--- src/rtl/refresh_timer_pkg.sv ---
package refresh_timer_pkg;
  typedef struct packed {
    logic wrDiv;     // store a new period
    logic loadCnt;   // reload count from period (enable write)
    logic clearCnt;  // empty the count (disable write)
    logic decCnt;    // count down by one
    logic fire;      // terminal count: reload, pulse, advance row
  } rfshStrobe_t;
endpackage

--- src/rtl/refresh_timer_ctrl.sv ---
module refresh_timer_ctrl
  import refresh_timer_pkg::*;
#(
  parameter int ADDR_W   = 8,
  parameter logic [ADDR_W-1:0] DIV_OFS  = 8'hE2,
  parameter logic [ADDR_W-1:0] RUN_OFS  = 8'hE4
) (
  input  logic              clk,
  input  logic              rst,
  input  logic [ADDR_W-1:0] regAddr,
  input  logic              regWe,
  input  logic              enBit,
  input  logic              cntAtOne,
  output rfshStrobe_t       strobe,
  output logic              enableQ
);
  logic wrRun;
  assign wrRun = regWe && (regAddr == RUN_OFS);

  always_ff @(posedge clk) begin
    if (rst)        enableQ <= 1'b0;
    else if (wrRun) enableQ <= enBit;
  end

  always_comb begin
    strobe          = '0;
    strobe.wrDiv    = regWe && (regAddr == DIV_OFS);
    strobe.loadCnt  = wrRun && enBit;
    strobe.clearCnt = wrRun && !enBit;
    strobe.fire     = enableQ && !wrRun && cntAtOne;
    strobe.decCnt   = enableQ && !wrRun && !cntAtOne;
  end


  en_set_chk: assert property (@(posedge clk) disable iff (rst)
    (regWe && regAddr == RUN_OFS && enBit) |=> enableQ);

  en_clr_chk: assert property (@(posedge clk) disable iff (rst)
    (regWe && regAddr == RUN_OFS && !enBit) |=> !enableQ);
endmodule

--- src/rtl/refresh_timer_dp.sv ---
module refresh_timer_dp
  import refresh_timer_pkg::*;
#(
  parameter int CNT_W = 9
) (
  input  logic             clk,
  input  logic             rst,
  input  rfshStrobe_t      strobe,
  input  logic [CNT_W-1:0] wrData,
  output logic [CNT_W-1:0] divQ,
  output logic [CNT_W-1:0] count,
  output logic [CNT_W-1:0] refAddr,
  output logic             refReq,
  output logic             cntAtOne
);
  localparam logic [CNT_W-1:0] ONE = CNT_W'(1);

  assign cntAtOne = (count == ONE);

  always_ff @(posedge clk) begin
    if (rst) begin
      divQ    <= '0;
      count   <= '0;
      refAddr <= '0;
      refReq  <= 1'b0;
    end else begin
      if (strobe.wrDiv) divQ <= wrData;
      if (strobe.clearCnt)                    count <= '0;
      else if (strobe.loadCnt || strobe.fire) count <= divQ;
      else if (strobe.decCnt)                 count <= count - ONE;
      if (strobe.fire) refAddr <= refAddr + ONE;
      refReq <= strobe.fire;
    end
  end


  reload_chk: assert property (@(posedge clk) disable iff (rst)
    refReq |-> (count == $past(divQ)));

  pulse_once_chk: assert property (@(posedge clk) disable iff (rst)
    (refReq && divQ > ONE) |=> !refReq);

  row_step_chk: assert property (@(posedge clk) disable iff (rst)
    refReq |-> (refAddr == CNT_W'($past(refAddr) + ONE)));

  clear_keep_chk: assert property (@(posedge clk) disable iff (rst)
    strobe.clearCnt |=> (count == '0 && refAddr == $past(refAddr) && !refReq));
endmodule

--- src/rtl/refresh_timer.sv ---
module refresh_timer
  import refresh_timer_pkg::*;
#(
  parameter int ADDR_W = 8,
  parameter int DATA_W = 16,
  parameter int CNT_W  = 9,
  parameter logic [ADDR_W-1:0] DIV_OFS = 8'hE2,
  parameter logic [ADDR_W-1:0] RUN_OFS = 8'hE4
) (
  input  logic              clk,
  input  logic              rst,
  input  logic [ADDR_W-1:0] regAddr,
  input  logic              regWe,
  input  logic [DATA_W-1:0] regWdata,
  output logic [DATA_W-1:0] regRdata,
  output logic              refReq,
  output logic [CNT_W-1:0]  refAddr
);
  localparam int PAD_DIV = DATA_W - CNT_W;
  localparam int PAD_RUN = DATA_W - 1 - CNT_W;

  rfshStrobe_t      strobe;
  logic             enableQ, cntAtOne;
  logic [CNT_W-1:0] divQ, count;

  refresh_timer_ctrl #(.ADDR_W(ADDR_W), .DIV_OFS(DIV_OFS), .RUN_OFS(RUN_OFS)) u_ctrl (
    .clk(clk), .rst(rst), .regAddr(regAddr), .regWe(regWe),
    .enBit(regWdata[DATA_W-1]), .cntAtOne(cntAtOne),
    .strobe(strobe), .enableQ(enableQ)
  );

  refresh_timer_dp #(.CNT_W(CNT_W)) u_dp (
    .clk(clk), .rst(rst), .strobe(strobe), .wrData(regWdata[CNT_W-1:0]),
    .divQ(divQ), .count(count), .refAddr(refAddr), .refReq(refReq),
    .cntAtOne(cntAtOne)
  );

  always_comb begin
    if (regAddr == DIV_OFS)      regRdata = {{PAD_DIV{1'b0}}, divQ};
    else if (regAddr == RUN_OFS) regRdata = {enableQ, {PAD_RUN{1'b0}}, count};
    else                         regRdata = '0;
  end


  idle_quiet_chk: assert property (@(posedge clk) disable iff (rst)
    !enableQ |-> (count == '0 && !strobe.fire));
endmodule

--- config.mk ---
export PLATFORM = sky130hd
export DESIGN_NAME = refresh_timer
export DESIGN_NICKNAME = d
export VERILOG_FILES = /design/src/rtl/refresh_timer_pkg.sv /design/src/rtl/refresh_timer_ctrl.sv /design/src/rtl/refresh_timer_dp.sv /design/src/rtl/refresh_timer.sv
export SDC_FILE = /design/constraint.sdc
export NUM_CORES = 1
export LEC_CHECK = 0
export BUFFER_PORTS_ARGS = -buffer_cell sky130_fd_sc_hd__buf_2
export CORE_AREA = 2 2 66 68
export CTS_CLUSTER_SIZE = 24
export DETAILED_ROUTE_END_ITERATION = 10
export DIE_AREA = 0 0 68 70
export PLACE_DENSITY_LB_ADDON = 0.12
export SETUP_SLACK_MARGIN = 0.4
export SKIP_LAST_GASP = 1
export SYNTH_ARGS = -nofsm -noshare
export SYNTH_HDL_FRONTEND = slang
export SYNTH_SLANG_ARGS = --single-unit
export TNS_END_PERCENT = 20
--- constraint.sdc ---
create_clock -name clk -period 3.7 [get_ports clk]
set_input_delay 0.37 -clock clk [delete_from_list [all_inputs] [get_ports clk]]
set_output_delay 0.37 -clock clk [all_outputs]
set_load 0.01 [all_outputs]
# Word-level counts from Yosys, hierarchy flattened
# Index checks and enable logic that the tools add are counted.
# word_totals
regBits,29
inputBits,27
# classes
addsub,2
eq_ne,3
mux,4
n_reduce_logical,13
# op_table
op,count
16-bit 2-to-1 mux,2
9-bit 2-to-1 mux,2
8-bit equality test (second input constant),2
9-bit by 1-bit adder with 9-bit output (second input constant),1
9-bit by 1-bit equality test with 1-bit output (second input constant),1
9-bit by 1-bit subtractor with 9-bit output (second input constant),1
1-bit logical AND,7
1-bit zero test,3
2-bit nonzero test,1
2-bit OR reduction,1
1-bit logical OR,1

# Longest topological paths before layout
# Gate-level depths: netlist of the first run.
# logic_depth
depth_word,7
mapped_depth,7
ltp_nobuf,6

# By module
# From an unflattened synthesis of the first run, not the netlist that was laid out.
# unflattened
hier_cells,185
area_unflattened_um2,1649.1
# modules_own_cells
module,instances,cells_per_inst,area_per_inst_um2
refresh_timer_dp,1,131,1218.7
refresh_timer,1,41,312.8
refresh_timer_ctrl,1,13,117.6

# Worst setup path after synthesis of the first run
# OpenSTA, ideal clock, no wires.
# synth_timing
path_type,input -> output
start,input port regAddr[0]
end,output port regRdata[8]
arrival_ns,1.501
t_required_ns,3.330
slack_ns,1.829
path_stages,5
n_path_buf,2
cell_sequence,nor4b_4 -> and4_1 -> buf_2 -> buf_2 -> a22o_1
# synth_via
elab_chain_len,3
word_cells_on_any_way,4
# synth_rtl
element,line_no,source
from (decl),refresh_timer.sv:12,"input logic [ADDR_W-1:0] regAddr,"
8-bit equality test,refresh_timer.sv:40,"else if (regAddr == RUN_OFS) regRdata = {enableQ, {PAD_RUN{1'b0}}, count};"
16-bit 2-to-1 mux,refresh_timer.sv:40,
16-bit 2-to-1 mux (*),refresh_timer.sv:39,"if (regAddr == DIV_OFS) regRdata = {{PAD_DIV{1'b0}}, divQ};"
to (decl),refresh_timer.sv:15,"output logic [DATA_W-1:0] regRdata,"
# Every way passes the cells marked *; elsewhere a longest branch is shown, timed or not.

# Worst setup path in the final report of the first run
# layout_timing
start,input port regAddr[0]
end,output port regRdata[7]
# Same word-level chain as after synthesis.

==> impl_metrics.env, run 1 <==
export IMPL_status="finished clean"
export IMPL_fin_skew_ps=3.10
export IMPL_async_flop_share=0
export IMPL_grt_pass1_vias=1434
export IMPL_hold_depth=3
export IMPL_num_rows=24
export IMPL_max_cap_viol_count=0
export IMPL_die_area_um2=4760
export IMPL_grt_busiest_layer="met1"
export IMPL_wl_per_cell_um=14.5
export IMPL_maxSlewHeadroom=0.538
export IMPL_rsz0062_at_grt="false"
export IMPL_finalSetupViolCount=0
export IMPL_nets=265
export IMPL_pwr_share_clk=0.433
export IMPL_synth_commonest_cells="dfxtp_1, nand2_1, nand3_1"
export IMPL_hold_end="u_dp.divQ[5]"
export IMPL_via_count=1557
export IMPL_r2r_end="u_dp.count[8]"
export IMPL_synth_edf_count=0
export IMPL_hold_violations=0
export IMPL_cts_sinks=29
export IMPL_grt_max_degree=21
export IMPL_endpoint_kind="output port"
export IMPL_gp_congestion=0.887
export IMPL_cts_buffers=5
export IMPL_rrSetupSlack_ps=1580
export IMPL_finalCritPeriodShare=0.648
export IMPL_hp_class="in2reg"
export IMPL_multi_input_comb_area_um2=1000
export IMPL_power_density_nw_per_um2=309
export IMPL_seqCellArea_um2=581
export IMPL_synth_seq_cells=29
export IMPL_r2r_start="u_dp.count[4]"
export IMPL_ant_nets=0
export IMPL_power_frac_comb=0.051
export IMPL_routed_wl_um=4160
export IMPL_dpl_instance_area_um2=1880
export IMPL_layout_setup_ws_ps=1300
export IMPL_vdd_drop_max_uv=199
export IMPL_crit_arrival_ps=2030
export IMPL_rr_worst_depth=5
export IMPL_power_internal_uw=473
export IMPL_switching_power_uw=134
export IMPL_yosysSeqAreaShare=0.343
export IMPL_cts_root_buf="clkbuf_8"
export IMPL_clockBufferDepth=2
export IMPL_p_leak_uw=0.000837
export IMPL_p_sw_frac=0.221
export IMPL_synth_largest_area_cell="dfxtp_1"
export IMPL_cts_setup_buffers=0
export IMPL_ys_types=51
export IMPL_coreArea_um2=4140
export IMPL_holdCritStartpoint="regWdata[5]"
export IMPL_preCtsSetupSlack_ps=1290
export IMPL_worst_slew_pin_transition_ps=693
export IMPL_met1_usage=0.282
export IMPL_finalSetupTns_ps=0
export IMPL_fillers=446
export IMPL_io_pins=53
export IMPL_cts_tree="built"
export IMPL_crit_type="in2out"
export IMPL_vias_per_cell=5.43
export IMPL_synth_cell_area_um2=1690
export IMPL_first_iter_violations=73
export IMPL_grtUsageMet2=0.261
export IMPL_crit_required_ps=3330
export IMPL_crit_fanout=19
export IMPL_synth_area_leaders="dfxtp_1, nand3_1, nand2_1"
export IMPL_diodes=0
export IMPL_min_period_ps=2400
export IMPL_grtUsageTotal=0.188
export IMPL_fmax_mhz=417
export IMPL_synthFlopType="dfxtp_1"
export IMPL_die_x_um=68
export IMPL_dp_final_hpwl_um=2980
export IMPL_final_area_um2=1960
export IMPL_initial_utilization=0.408
export IMPL_synth_cells=198
export IMPL_die_height_um=70
export IMPL_synth_area_per_cell_um2=8.54
export IMPL_port_buffers=40
export IMPL_slew_viol_final=0
export IMPL_seqPwrFrac=0.516
export IMPL_post_cts_resized=0
export IMPL_overflow=0
export IMPL_final_util=0.474
export IMPL_drc=0
export IMPL_yosysWarningCount=0
export IMPL_holdWs_ps=335
export IMPL_synth_top_area_share=0.343
export IMPL_areaGrowthSynthToFinish_pct=16.1
export IMPL_clk_latency_ps=280
export IMPL_use_met3=0.0435
export IMPL_yosysMostFrequentCell="dfxtp_1"
export IMPL_antenna_found_initial=0
export IMPL_hold_buffers=0
export IMPL_startpoint_type="input pin"
export IMPL_clk_pin_slew_ps=60
export IMPL_drive_gt1_frac=0.264
export IMPL_grt_pass1_wl_um=6860
export IMPL_dr_pass1_iters=4
export IMPL_htreeDepth=2
## cell usage in the layout, fill, tap and decap left out, types with 8 or more instances in the layout
| cell type | count |
|---|---|
| nand2_1 | 22 |
| nand3_1 | 18 |
| a21oi_1 | 15 |
| nor2_1 | 11 |
| buf_2 | 40 |
| a22o_1 | 8 |
| dfxtp_1 | 29 |
## registers in the layout, indices dropped and copies added (netlist names)
name	cells
u_dp.refAddr	9
u_dp.count	9
u_dp.divQ	9
u_dp.refReq	1
u_ctrl.enableQ	1
## worst max path at each step
| stage | start | endpoint | slack, ps | cells past startpoint |
|---|---|---|---|---|
| 6_report | regAddr[0] | regRdata[7] | 1300 | 5 |
| 3_3_place_gp | regAddr[0] | regRdata[8] | 1290 | 5 |
| 5_1_grt | regAddr[0] | regRdata[7] | 1180 | 5 |
| 4_1_cts | regAddr[0] | regRdata[7] | 1270 | 5 |
| 2_1_floorplan | regAddr[0] | regRdata[8] | 1830 | 5 |
| 3_5_place_dp | regAddr[0] | regRdata[7] | 1290 | 5 |
## metal layers
layer  wire length [um]  up-vias  part of all wire
met1               2120      720              0.51
met4                 65        0             0.016
met2               1760       41              0.42
met5                  0        -                 0
met3                213        7             0.051
li1                   -      789                 -
## layout make-up
cell class / count / area share
Tap cell: 52 / 0.0331
Timing Repair Buffer: 41 / 0.106
Multi-Input combinational cell: 153 / 0.512
Sequential cell: 29 / 0.296
Inverter: 5 / 0.00956
Clock buffer: 7 / 0.0440
## kinds of logic after synthesis
group | count (synthesis) | synth area share
and+or+nand+nor | 86 | 0.297
AOI/OAI and AO/OA | 46 | 0.190
DFF | 29 | 0.343
buffers and inverters | 21 | 0.0733
xor gates and xnor gates | 7 | 0.0363
muxes | 5 | 0.0355
adders and majority gates | 3 | 0.0222
other | 1 | 0.00222
## power groups by stage
stage | Sequential, uW | Clock [uW] | Combinational (uW)
final | 313 | 263 | 31.1
after floorplan | 320 | 0 | 21.1
after global routing | 313 | 279 | 34.7
after global placement | 320 | 0 | 30.9
after detailed placement | 320 | 0 | 31.2
after CTS | 313 | 267 | 31.3
## metrics by stage
| stage | power (uW) | std cells |
|---|---|---|
| global route | 626 | 287 |
| detailed placement | 351 | 280 |
| floorplan | 341 | 203 |
| global placement | 351 | 280 |
| CTS | 611 | 287 |
| finish | 607 | 287 |
## critical path, cell delays in order
cell and delay [ps]:
buf_2 110, nor4b_4 420, and4_1 710, a22o_1 270, buf_2 130
(Power assumes the default switching activity.)
==> inputs of run 2 (changes only) <==
==> constraint.sdc (replaced) <==
create_clock -name clk -period 2.16 [get_ports clk]
set_input_delay 0.216 -clock clk [delete_from_list [all_inputs] [get_ports clk]]
set_output_delay 0.216 -clock clk [all_outputs]
set_load 0.01 [all_outputs]
==> impl_metrics.env, run 2 (synthesized netlist as in run 1, its figures left out) <==
export IMPL_status="finished clean"
export IMPL_fin_skew_ps=3.75
export IMPL_hold_depth=3
export IMPL_cts_tree="built"
export IMPL_die_area_um2=4760
export IMPL_areaGrowthSynthToFinish_pct=26.4
export IMPL_place_inst=291
export IMPL_r2r_end="u_dp.count[3]"
export IMPL_gp_congestion=0.908
export IMPL_hold_end="u_dp.divQ[3]"
export IMPL_max_stage_delay_ps=360
export IMPL_power_frac_comb=0.052
export IMPL_power_density_nw_per_um2=512
export IMPL_clk_latency_ps=280
export IMPL_power_internal_uw=847
export IMPL_die_height_um=70
export IMPL_grt_pass1_vias=1496
export IMPL_first_iter_violations=149
export IMPL_seqPwrFrac=0.489
export IMPL_cts_root_buf="clkbuf_8"
export IMPL_startpoint_type="flip-flop"
export IMPL_p_leak_uw=0.000934
export IMPL_crit_fanout=4
export IMPL_vdd_drop_max_uv=312
export IMPL_final_area_um2=2140
export IMPL_rr_worst_depth=6
export IMPL_cts_buffers=5
export IMPL_die_x_um=68
export IMPL_nets=281
export IMPL_r2r_start="u_dp.count[4]"
export IMPL_hold_violations=0
export IMPL_io_pins=53
export IMPL_reg_top3="u_dp.count x9, u_dp.divQ x9, u_dp.refAddr x9"
export IMPL_critical_path_slowest_cell="dfxtp_1"
export IMPL_antenna_found_initial=0
export IMPL_hp_class="in2reg"
export IMPL_grt_pass1_wl_um=7140
export IMPL_p_sw_frac=0.227
export IMPL_htreeDepth=2
export IMPL_holdCritStartpoint="regWdata[3]"
export IMPL_coreArea_um2=4140
export IMPL_dpl_instance_area_um2=1960
export IMPL_endpoint_kind="flip-flop"
export IMPL_maxSlewHeadroom=0.662
export IMPL_switching_power_uw=248
export IMPL_finalSetupViolCount=0
export IMPL_routed_wl_um=4300
export IMPL_cts_sinks=29
export IMPL_dp_final_hpwl_um=3140
export IMPL_crit_type="reg2reg"
export IMPL_num_rows=24
export IMPL_finalSetupTns_ps=0
export IMPL_worst_path_buf_inv=1
export IMPL_clockBufferDepth=2
export IMPL_mostFrequentLayoutCells="buf_2, dfxtp_1, nand2_1, nand3_1, buf_4"
export IMPL_initial_utilization=0.408
export IMPL_pwr_share_clk=0.459
export IMPL_holdWs_ps=185
export IMPL_clk_pin_slew_ps=70
export IMPL_finalCritPeriodShare=0.812
export IMPL_dr_pass1_iters=4
export IMPL_hold_buffers=0
export IMPL_rsz0062_at_grt="true"
export IMPL_overflow=0
export IMPL_min_period_ps=1750
export IMPL_drive_gt1_frac=0.349
export IMPL_crit_required_ps=2330
export IMPL_worst_slew_pin_transition_ps=506
export IMPL_fin_cells=304
export IMPL_fmax_mhz=570
export IMPL_path_cells="nor4_4 > buf_4 > and3_4 > a21oi_4 > mux2_4 > a32o_1"
export IMPL_max_cap_viol_count=0
export IMPL_slew_viol_final=0
export IMPL_rrSetupSlack_ps=410
export IMPL_grt_max_degree=21
export IMPL_vias_per_cell=5.39
export IMPL_critPathTopFamily="simple AND/OR/NAND/NOR gates"
export IMPL_diodes=0
export IMPL_via_count=1638
export IMPL_ant_nets=0
export IMPL_layout_commonest_cell="buf_2"
export IMPL_grtUsageTotal=0.197
export IMPL_port_buffers=40
export IMPL_crit_arrival_ps=1920
export IMPL_drc=0
export IMPL_wl_per_cell_um=14.1
run 2: cell types whose count changed in the layout (fill, tap and decap cells not counted), sizes merged:
cell / delta
buf: +16
clkinv: +1
run 2: stage by stage:
step | worst slack [ps] | power [uW] | utilization
final | 407 | 1090 | 0.516
after floorplan | 426 | 584 | -
after global placement | 288 | 604 | 0.473
after global routing | 341 | 1130 | 0.516
after detailed placement | 284 | 604 | 0.473
after CTS | 356 | 1100 | 0.497
run 2: worst max-delay path by stage:
stage | start | slack [ps] | endpoint | cells past startpoint
after floorplan | u_dp.count[2] | 430 | u_dp.count[3] | 6
after global placement | regAddr[0] | 290 | u_dp.count[6] | 6
after detailed placement | regAddr[0] | 280 | u_dp.count[3] | 6
after CTS | u_dp.count[3] | 360 | u_dp.count[7] | 5
after global routing | u_dp.count[3] | 340 | u_dp.count[3] | 6
final | u_dp.count[4] | 410 | u_dp.count[3] | 6
run 2: repair_timing:
action	CTS	global route
buffers inserted	0	5
resized for setup	0	11
endpoints found under the setup margin	4	25
hold endpoints to repair	0	0
pin swaps	0	5
run 2: per-layer routing:
layer  part of all wire  up-vias  global-route usage
li1                   -      818                   -
met1               0.50      762               0.289
met2               0.43       50               0.279
met3              0.051        8              0.0370
met4              0.017        0              0.0756
met5                  0        -                   0
run 2: worst min-delay path: stages:
cell and delay [ps]:
buf_2 90, nand3_1 50, a21oi_1 50
run 2: power by group through the flow:
stage                     logic, uW  clock network, uW  registers [uW]
after floorplan                36.1                  0             548
after global placement         55.3                  0             548
after detailed placement       55.3                  0             548
after CTS                      55.6                513             536
after global routing           64.0                532             535
final                          57.2                503             535
run 2: cell type report:
type                    instances  area, um2
clock buffers                   7       96.3
flip-flops and latches         29        589
multi-input cells             153       1030
repair buffers                 57        328
inverters                       5       18.8
fillers                       434       2010
clock inverters                 1       5.00
well taps                      52       65.1
